### src/rtl/psw_pkg.sv
package psw_pkg;
  // Smallest main count the divider accepts
  localparam int unsigned MIN_MAIN = 3;
  // Synchronizer depth for reset release
  localparam int unsigned RST_STAGES = 2;
endpackage

### src/rtl/psw_rst_sync.sv
module psw_rst_sync
  import psw_pkg::*;
(
  input  logic clk,
  input  logic rst_n,
  output logic rst_q_n
);
  logic [RST_STAGES-1:0] stage_q;
  logic [RST_STAGES-1:0] stage_d;

  always_comb begin
    stage_d = {stage_q[RST_STAGES-2:0], 1'b1};
  end

  always_ff @(posedge clk or negedge rst_n) begin
    if (!rst_n) stage_q <= '0;
    else        stage_q <= stage_d;
  end

  assign rst_q_n = stage_q[RST_STAGES-1];
endmodule

### src/rtl/psw_cfg_clamp.sv
module psw_cfg_clamp
  import psw_pkg::*;
#(
  parameter int unsigned A_W      = 7,
  parameter int unsigned B_W      = 11,
  parameter int unsigned A_USED_W = 7
) (
  input  logic [A_W-1:0] a_raw,
  input  logic [B_W-1:0] b_raw,
  output logic [A_W-1:0] a_eff,
  output logic [B_W-1:0] b_eff,
  output logic           err
);
  localparam int unsigned CW = (A_W > B_W) ? A_W : B_W;

  logic [A_W-1:0] a_msk;
  logic           b_low;
  logic           a_big;

  // Keep only the swallow bits this channel uses
  generate
    if (A_USED_W < A_W) begin : g_mask
      assign a_msk = {{(A_W-A_USED_W){1'b0}}, a_raw[A_USED_W-1:0]};
    end else begin : g_full
      assign a_msk = a_raw;
    end
  endgenerate

  always_comb begin
    b_low = (b_raw < B_W'(MIN_MAIN));
    b_eff = b_low ? B_W'(MIN_MAIN) : b_raw;
    a_big = (CW'(a_msk) > CW'(b_eff));
    a_eff = a_big ? A_W'(b_eff) : a_msk;
    err   = b_low | a_big;
  end
endmodule

### src/rtl/psw_count.sv
module psw_count
  import psw_pkg::*;
#(
  parameter int unsigned A_W = 7,
  parameter int unsigned B_W = 11
) (
  input  logic           clk,
  input  logic           rst_n,
  input  logic           hold,
  input  logic [A_W-1:0] a_load,
  input  logic [B_W-1:0] b_load,
  output logic           mod_hi,
  output logic           div_pulse
);
  localparam int unsigned CW = (A_W > B_W) ? A_W : B_W;

  logic [B_W-1:0] b_rem_q, b_rem_d;
  logic [A_W-1:0] a_rem_q, a_rem_d;
  logic           pulse_q, pulse_d;
  logic           last;
  logic           ld;
  logic           dec_en;

  // Next-state logic
  always_comb begin
    last    = (b_rem_q <= B_W'(1));
    ld      = hold | last;
    dec_en  = ~ld;
    b_rem_d = b_rem_q;
    a_rem_d = a_rem_q;
    if (ld) begin
      b_rem_d = b_load;
      a_rem_d = a_load;
    end else if (dec_en) begin
      b_rem_d = b_rem_q - 1'b1;
      if (a_rem_q != '0) a_rem_d = a_rem_q - 1'b1;
    end
    pulse_d = last & ~hold;
  end

  // State registers
  always_ff @(posedge clk or negedge rst_n) begin
    if (!rst_n) begin
      b_rem_q <= '0;
      a_rem_q <= '0;
      pulse_q <= 1'b0;
    end else begin
      b_rem_q <= b_rem_d;
      a_rem_q <= a_rem_d;
      pulse_q <= pulse_d;
    end
  end

  assign mod_hi    = (a_rem_q != '0);
  assign div_pulse = pulse_q;


  pulse_single_chk: assert property (@(posedge clk) disable iff (!rst_n)
    div_pulse |=> !div_pulse);

  swallow_order_chk: assert property (@(posedge clk) disable iff (!rst_n)
    (a_rem_q == '0 && !ld) |=> (a_rem_q == '0));

  swallow_le_main_chk: assert property (@(posedge clk) disable iff (!rst_n)
    CW'(a_rem_q) <= CW'(b_rem_q));

  hold_quiet_chk: assert property (@(posedge clk) disable iff (!rst_n)
    hold |=> !div_pulse);

  main_nonzero_chk: assert property (@(posedge clk) disable iff (!rst_n)
    (b_rem_q != '0) |=> (b_rem_q != '0));
endmodule

### src/rtl/psw_divider.sv
module psw_divider
  import psw_pkg::*;
#(
  parameter int unsigned A_W      = 7,
  parameter int unsigned B_W      = 11,
  parameter int unsigned A_USED_W = 7
) (
  input  logic           clk,
  input  logic           rst_n,
  input  logic           hold,
  input  logic [A_W-1:0] a_cfg,
  input  logic [B_W-1:0] b_cfg,
  output logic           mod_hi,
  output logic           div_pulse,
  output logic           cfg_err
);
  logic           rst_q_n;
  logic [A_W-1:0] a_eff;
  logic [B_W-1:0] b_eff;

  psw_rst_sync u_rst (
    .clk     (clk),
    .rst_n   (rst_n),
    .rst_q_n (rst_q_n)
  );

  psw_cfg_clamp #(.A_W(A_W), .B_W(B_W), .A_USED_W(A_USED_W)) u_clamp (
    .a_raw (a_cfg),
    .b_raw (b_cfg),
    .a_eff (a_eff),
    .b_eff (b_eff),
    .err   (cfg_err)
  );

  psw_count #(.A_W(A_W), .B_W(B_W)) u_count (
    .clk       (clk),
    .rst_n     (rst_q_n),
    .hold      (hold),
    .a_load    (a_eff),
    .b_load    (b_eff),
    .mod_hi    (mod_hi),
    .div_pulse (div_pulse)
  );


  load_min_chk: assert property (@(posedge clk) disable iff (!rst_q_n)
    b_eff >= B_W'(MIN_MAIN));
endmodule

### config.mk
export PLATFORM = sky130hd
export DESIGN_NAME = psw_divider
export DESIGN_NICKNAME = d
export VERILOG_FILES = /design/src/rtl/psw_pkg.sv /design/src/rtl/psw_rst_sync.sv /design/src/rtl/psw_cfg_clamp.sv /design/src/rtl/psw_count.sv /design/src/rtl/psw_divider.sv
export SDC_FILE = /design/constraint.sdc
export NUM_CORES = 1
export LEC_CHECK = 0
export BUFFER_PORTS_ARGS = -buffer_cell sky130_fd_sc_hd__buf_2
export CAP_MARGIN = 5
export CELL_PAD_IN_SITES_DETAIL_PLACEMENT = 0
export CELL_PAD_IN_SITES_GLOBAL_PLACEMENT = 2
export CORE_UTILIZATION = 30
export CTS_BUF_LIST = sky130_fd_sc_hd__clkbuf_4 sky130_fd_sc_hd__clkbuf_8
export DETAILED_ROUTE_END_ITERATION = 10
export GPL_TIMING_DRIVEN = 0
export PLACE_DENSITY_LB_ADDON = 0.1
export RECOVER_POWER = 50
export SYNTH_ARGS = -nofsm -noshare
export SYNTH_HDL_FRONTEND = slang
export SYNTH_SLANG_ARGS = --single-unit
### constraint.sdc
create_clock -name clk -period 2.41 [get_ports clk]
set_input_delay 0.1205 -clock clk [delete_from_list [all_inputs] [get_ports clk]]
set_output_delay 0.1205 -clock clk [all_outputs]
set_load 0.02 [all_outputs]
Word-level counts from Yosys, hierarchy flattened
Cells that the tools add are included.
{ "classes": {"reduce_logical": 2, "mux": 5, "n_lt_le_gt_ge": 3, "addsub": 2, "bitwise_logic": 4} }
{ "op_table": {"columns": ["cell", "count"], "rows": [
  ["$mux W11", 2],
  ["$mux W7", 3],
  ["$gt A7 B11 Y1", 1],
  ["$le A11 B1 Y1 const B", 1],
  ["$lt A11 B2 Y1 const B", 1],
  ["$sub A11 B1 Y11 const B", 1],
  ["$reduce_bool A7 Y1", 1],
  ["$sub A7 B1 Y7 const B", 1],
  ["$or A1 B1 Y1", 2],
  ["$reduce_bool A2 Y1", 1],
  ["$and A1 B1 Y1", 1],
  ["$not A1 Y1", 1]
]} }
{ "totals": {"reg_bits": 21, "wordCells": 20} }

Longest topological paths before layout
{ "logic_depth": {"ltp_word": 5, "mapped_depth": 8, "ltp_nobuf": 8} }

Cells and area by module
From an unflattened synthesis, not the netlist that was laid out.
{ "unflattened": {"hier_cells": 163, "area_unflattened_um2": 1530.2} }
{ "modules_own_cells": {"columns": ["mod", "instances", "area_per_inst_um2", "cells_each"], "rows": [
  ["psw_count", 1, 1099.8, 111],
  ["psw_cfg_clamp", 1, 376.6, 49],
  ["psw_rst_sync", 1, 53.8, 3]
]} }

Worst setup path after synthesis
No wires, ideal clock.
{ "synth_timing": {"path_kind": "input-to-output", "start": "input b_cfg[9]", "end": "output cfg_err", "required_ns": 2.289, "t_arrival_ns": 2.312, "path_buffers": 0, "stages": 8, "setup_slack_ns": -0.022, "path_cell_list": "or4_1 > o31ai_1 > inv_1 > ha_1 > nand3b_1 > a21boi_1 > o21a_2 > a21o_1"} }
{ "synth_via": {"elab_chain_len": 4} }
{ "synth_rtl": {"columns": ["element", "line_no", "source"], "rows": [
  ["start: declaration", "psw_divider.sv:12", "input logic [B_W-1:0] b_cfg,"],
  ["$lt A11 B2 Y1", "psw_cfg_clamp.sv:30", "b_low = (b_raw < B_W'(MIN_MAIN));"],
  ["$mux W11", "psw_cfg_clamp.sv:31", "b_eff = b_low ? B_W'(MIN_MAIN) : b_raw;"],
  ["$gt A7 B11 Y1", "psw_cfg_clamp.sv:32", "a_big = (CW'(a_msk) > CW'(b_eff));"],
  ["$or A1 B1 Y1 *", "psw_cfg_clamp.sv:34", "err = b_low | a_big;"],
  ["end: declaration", "psw_divider.sv:15", "output logic cfg_err"]
]} }
Every way passes the cells marked *; elsewhere a longest branch is shown, timed or not.

Worst setup path in the final report
{ "layout_timing": {"start": "input b_cfg[6]", "end": "output cfg_err"} }
The elaborated chain is that of the path after synthesis.

==> results_dict.tcl <==
set metrics [dict create \
    multi_input_area_um2 907 \
    grtUsageTotal_pct 16.6 \
    synth.avg_cell_area_um2 9.06 \
    cp_max_fo 4 \
    cts_root_buffer "clkbuf_8" \
    vias_per_cell 5.48 \
    tightest_slew_ns 0.782 \
    htree_levels 1 \
    peakVddDrop_uv 237 \
    cts_tree "done" \
    nets 222 \
    synth_nets 188 \
    leakage_nw 0.766 \
    post-route-min-period_ns 2.34 \
    core_mm2 0.00444 \
    fp-row-count 24 \
    seq_area_um2 526 \
    critPathCaptureType "primary output" \
    clock_skew_ns 0.0144 \
    synth_area_leader_cell "dfrtp_1" \
    final_util_pct 39.9 \
    synth-seq-area-share_pct 36.9 \
    clk-insertion-delay-late_ns 0.26 \
    r2r-end "u_count.a_rem_q[1]" \
    firstDrtPassIters 4 \
    netlist_area_mm2 0.00142 \
    min-delay-path-class "in2reg" \
    min_from "hold" \
    synth_compound_area_share_pct 24.4 \
    synth_warnings 0 \
    routedWlPerCell_um 16.0 \
    netlist.area_leader.share_pct 36.9 \
    synth.most_common_cell "dfrtp_1" \
    setup_viol 0 \
    gp_congestion 0.785 \
    io_pins 24 \
    hold_viol 0 \
    synth-simple-area-share_pct 18.6 \
    yosys-mux-area-fraction_pct 0 \
    yosys_register_bits 21 \
    drt_iter0_drc 56 \
    numPlacedInstances 232 \
    antenna_cells 0 \
    synth_area_leaders "dfrtp_1, ha_1, o2111ai_1, nand2_1, o21ai_0" \
    synth_common_cells "dfrtp_1, nand2_1, inv_1" \
    synthCells 157 \
    status "complete, no violations" \
    layout-drive-gt1-share_pct 23.2 \
    rr_worst_depth 7 \
    synth-xor-area-share_pct 6.16 \
    synth_edf_count 0 \
    final_cells 242 \
    nFillCells 460 \
    path_class "in2out" \
    whs_endpoint "u_count.div_pulse" \
    max_freq_mhz 426 \
    num_vias 1327 \
    antenna_left 0 \
    grt_max_degree 20 \
    fp.dieH_um 70.9 \
    numClockSinks 21 \
    antenna_found_initial 0 \
    regToRegStartpoint "u_count.a_rem_q[0]" \
    initial_core_util_pct 32.0 \
    clkSlewWorstSetupHoldPaths_ns 0.09 \
    clockBufferDepth 2 \
    synth-adder-area-share_pct 8.80 \
    grt_pass1_vias 1311 \
    synth_top_family_by_area "compound AO/OA/AOI/OAI gates" \
    drc_errors 0 \
    setup-tns-final_ns 0 \
    grt_overflow_total 0 \
    critPathRequiredTime_ns 2.29 \
    cts_buffers 3 \
    dpl.hpwl_mm 2.97 \
    start_kind "input port" \
    fp.dieW_um 70.9 \
    wirelength_mm 3.88 \
    grt_pass1_wl_mm 6.50 \
    maxSlewViolCount 0 \
    fin_crit_sh_pct 97.3 \
    rrSetupSlack_ns 0.31 \
    slew_headroom_pct 47.9 \
    dieArea_mm2 0.00502 \
    arrival_ns 2.22 \
    yosysUniqueCellTypes 44 \
    min_delay_path_depth 2 \
    maxCapViolCount 0 \
    synth-main-ff-cell "dfrtp_1" \
    synthArstFlopShare_pct 100 \
    power_density_mw_per_mm2 522 \
    io_buffers 23 \
    rsz0062_at_grt "false" \
    area_delta_synth_final_pct 24.7 \
]
-- cells in the final DEF (no fill, tap or decap), types with 2 or more instances in the layout --
cell	n
o31ai_4	2
nor4_1	3
nand4_1	2
a21oi_1	2
o211ai_1	7
or4_4	2
dfrtp_1	21
nor3_1	6
buf_4	5
nand3_1	4
xor2_1	6
inv_1	13
nor2_1	7
buf_2	23
o21ai_0	11
ha_1	9
o2111ai_1	7
o21bai_1	2
clkbuf_8	3
nand2_1	16
xnor2_1	4
clkbuf_1	5
-- worst max-delay path, cell delays in order --
cell	delay (ns)
buf_2	0.14
or4_4	0.59
o31ai_4	0.25
inv_1	0.10
ha_4	0.29
nand3b_1	0.13
a21boi_4	0.19
o21a_4	0.17
a21o_1	0.08
buf_2	0.15
-- registers in the layout, indices dropped and copies added, names as in the netlist --
signal / cells
u_count.b_rem_q: 11
u_count.a_rem_q: 7
u_rst.stage_q: 2
u_count.div_pulse: 1
-- cells by family (layout without fill, tap and decap cells) --
kind of cell / Yosys count / in the layout
adders and majority gates: 10 / 10
and+or+nand+nor: 50 / 50
xor gates and xnor gates: 10 / 10
buffers and inverters: 18 / 51
AOI/OAI and AO/OA: 47 / 47
other: 1 / 1
DFF: 21 / 21
-- layer usage --
| metal | wire, um | global-route usage [%] |
|---|---|---|
| met3 | 150 | 3.28 |
| met5 | 0 | 0 |
| met4 | 17 | 3.33 |
| met2 | 1770 | 26.8 |
| met1 | 1950 | 23.2 |
-- worst max path at each step --
stage,startpoint,endpoint,slack [ns]
5_1_grt,b_cfg[9],cfg_err,0.007
2_1_floorplan,b_cfg[9],cfg_err,0.08
4_1_cts,b_cfg[6],cfg_err,0.002
3_3_place_gp,b_cfg[9],cfg_err,-0.51
6_report,b_cfg[6],cfg_err,0.07
3_5_place_dp,b_cfg[9],cfg_err,-0.54
-- area by class of cell --
class,instances,area share [%]
buffer,5,1.20
inverter,13,2.75
multi-input combinational,118,51.1
clock inverter,1,0.282
timing repair buffer,29,9.03
sequential,21,29.6
clock buffer,3,2.33
tap,52,3.67
-- metrics by stage --
stage	setup WS (ns)	total power [mW]	hold WS, ns	area (um2)
2_1_floorplan	0.0797	0.600	-0.175	1430
6_report	0.0650	0.927	0.0294	1770
3_5_place_dp	-0.539	0.678	-0.0936	1610
3_3_place_gp	-0.509	0.674	-0.0952	1610
4_1_cts	0.00169	0.930	0.0213	1740
5_1_grt	0.00750	0.996	0.0313	1770
-- power breakdown --
| part | total, mW | leakage (nW) | internal (mW) | switching, mW |
|---|---|---|---|---|
| clock | 0.233 | 0.0255 | 0.115 | 0.118 |
| combinational | 0.243 | 0.487 | 0.110 | 0.133 |
| sequential | 0.451 | 0.254 | 0.395 | 0.0559 |
| total | 0.927 | 0.766 | 0.619 | 0.307 |
-- what timing repair did --
item,in CTS,in global routing
hold endpoints to repair,2,0
gates resized for setup,9,2
pin swaps,2,3
setup buffers,2,3
hold buffers,1,0
setup endpoints to repair,8,1
Note: power is estimated with default switching activity, not from simulation.
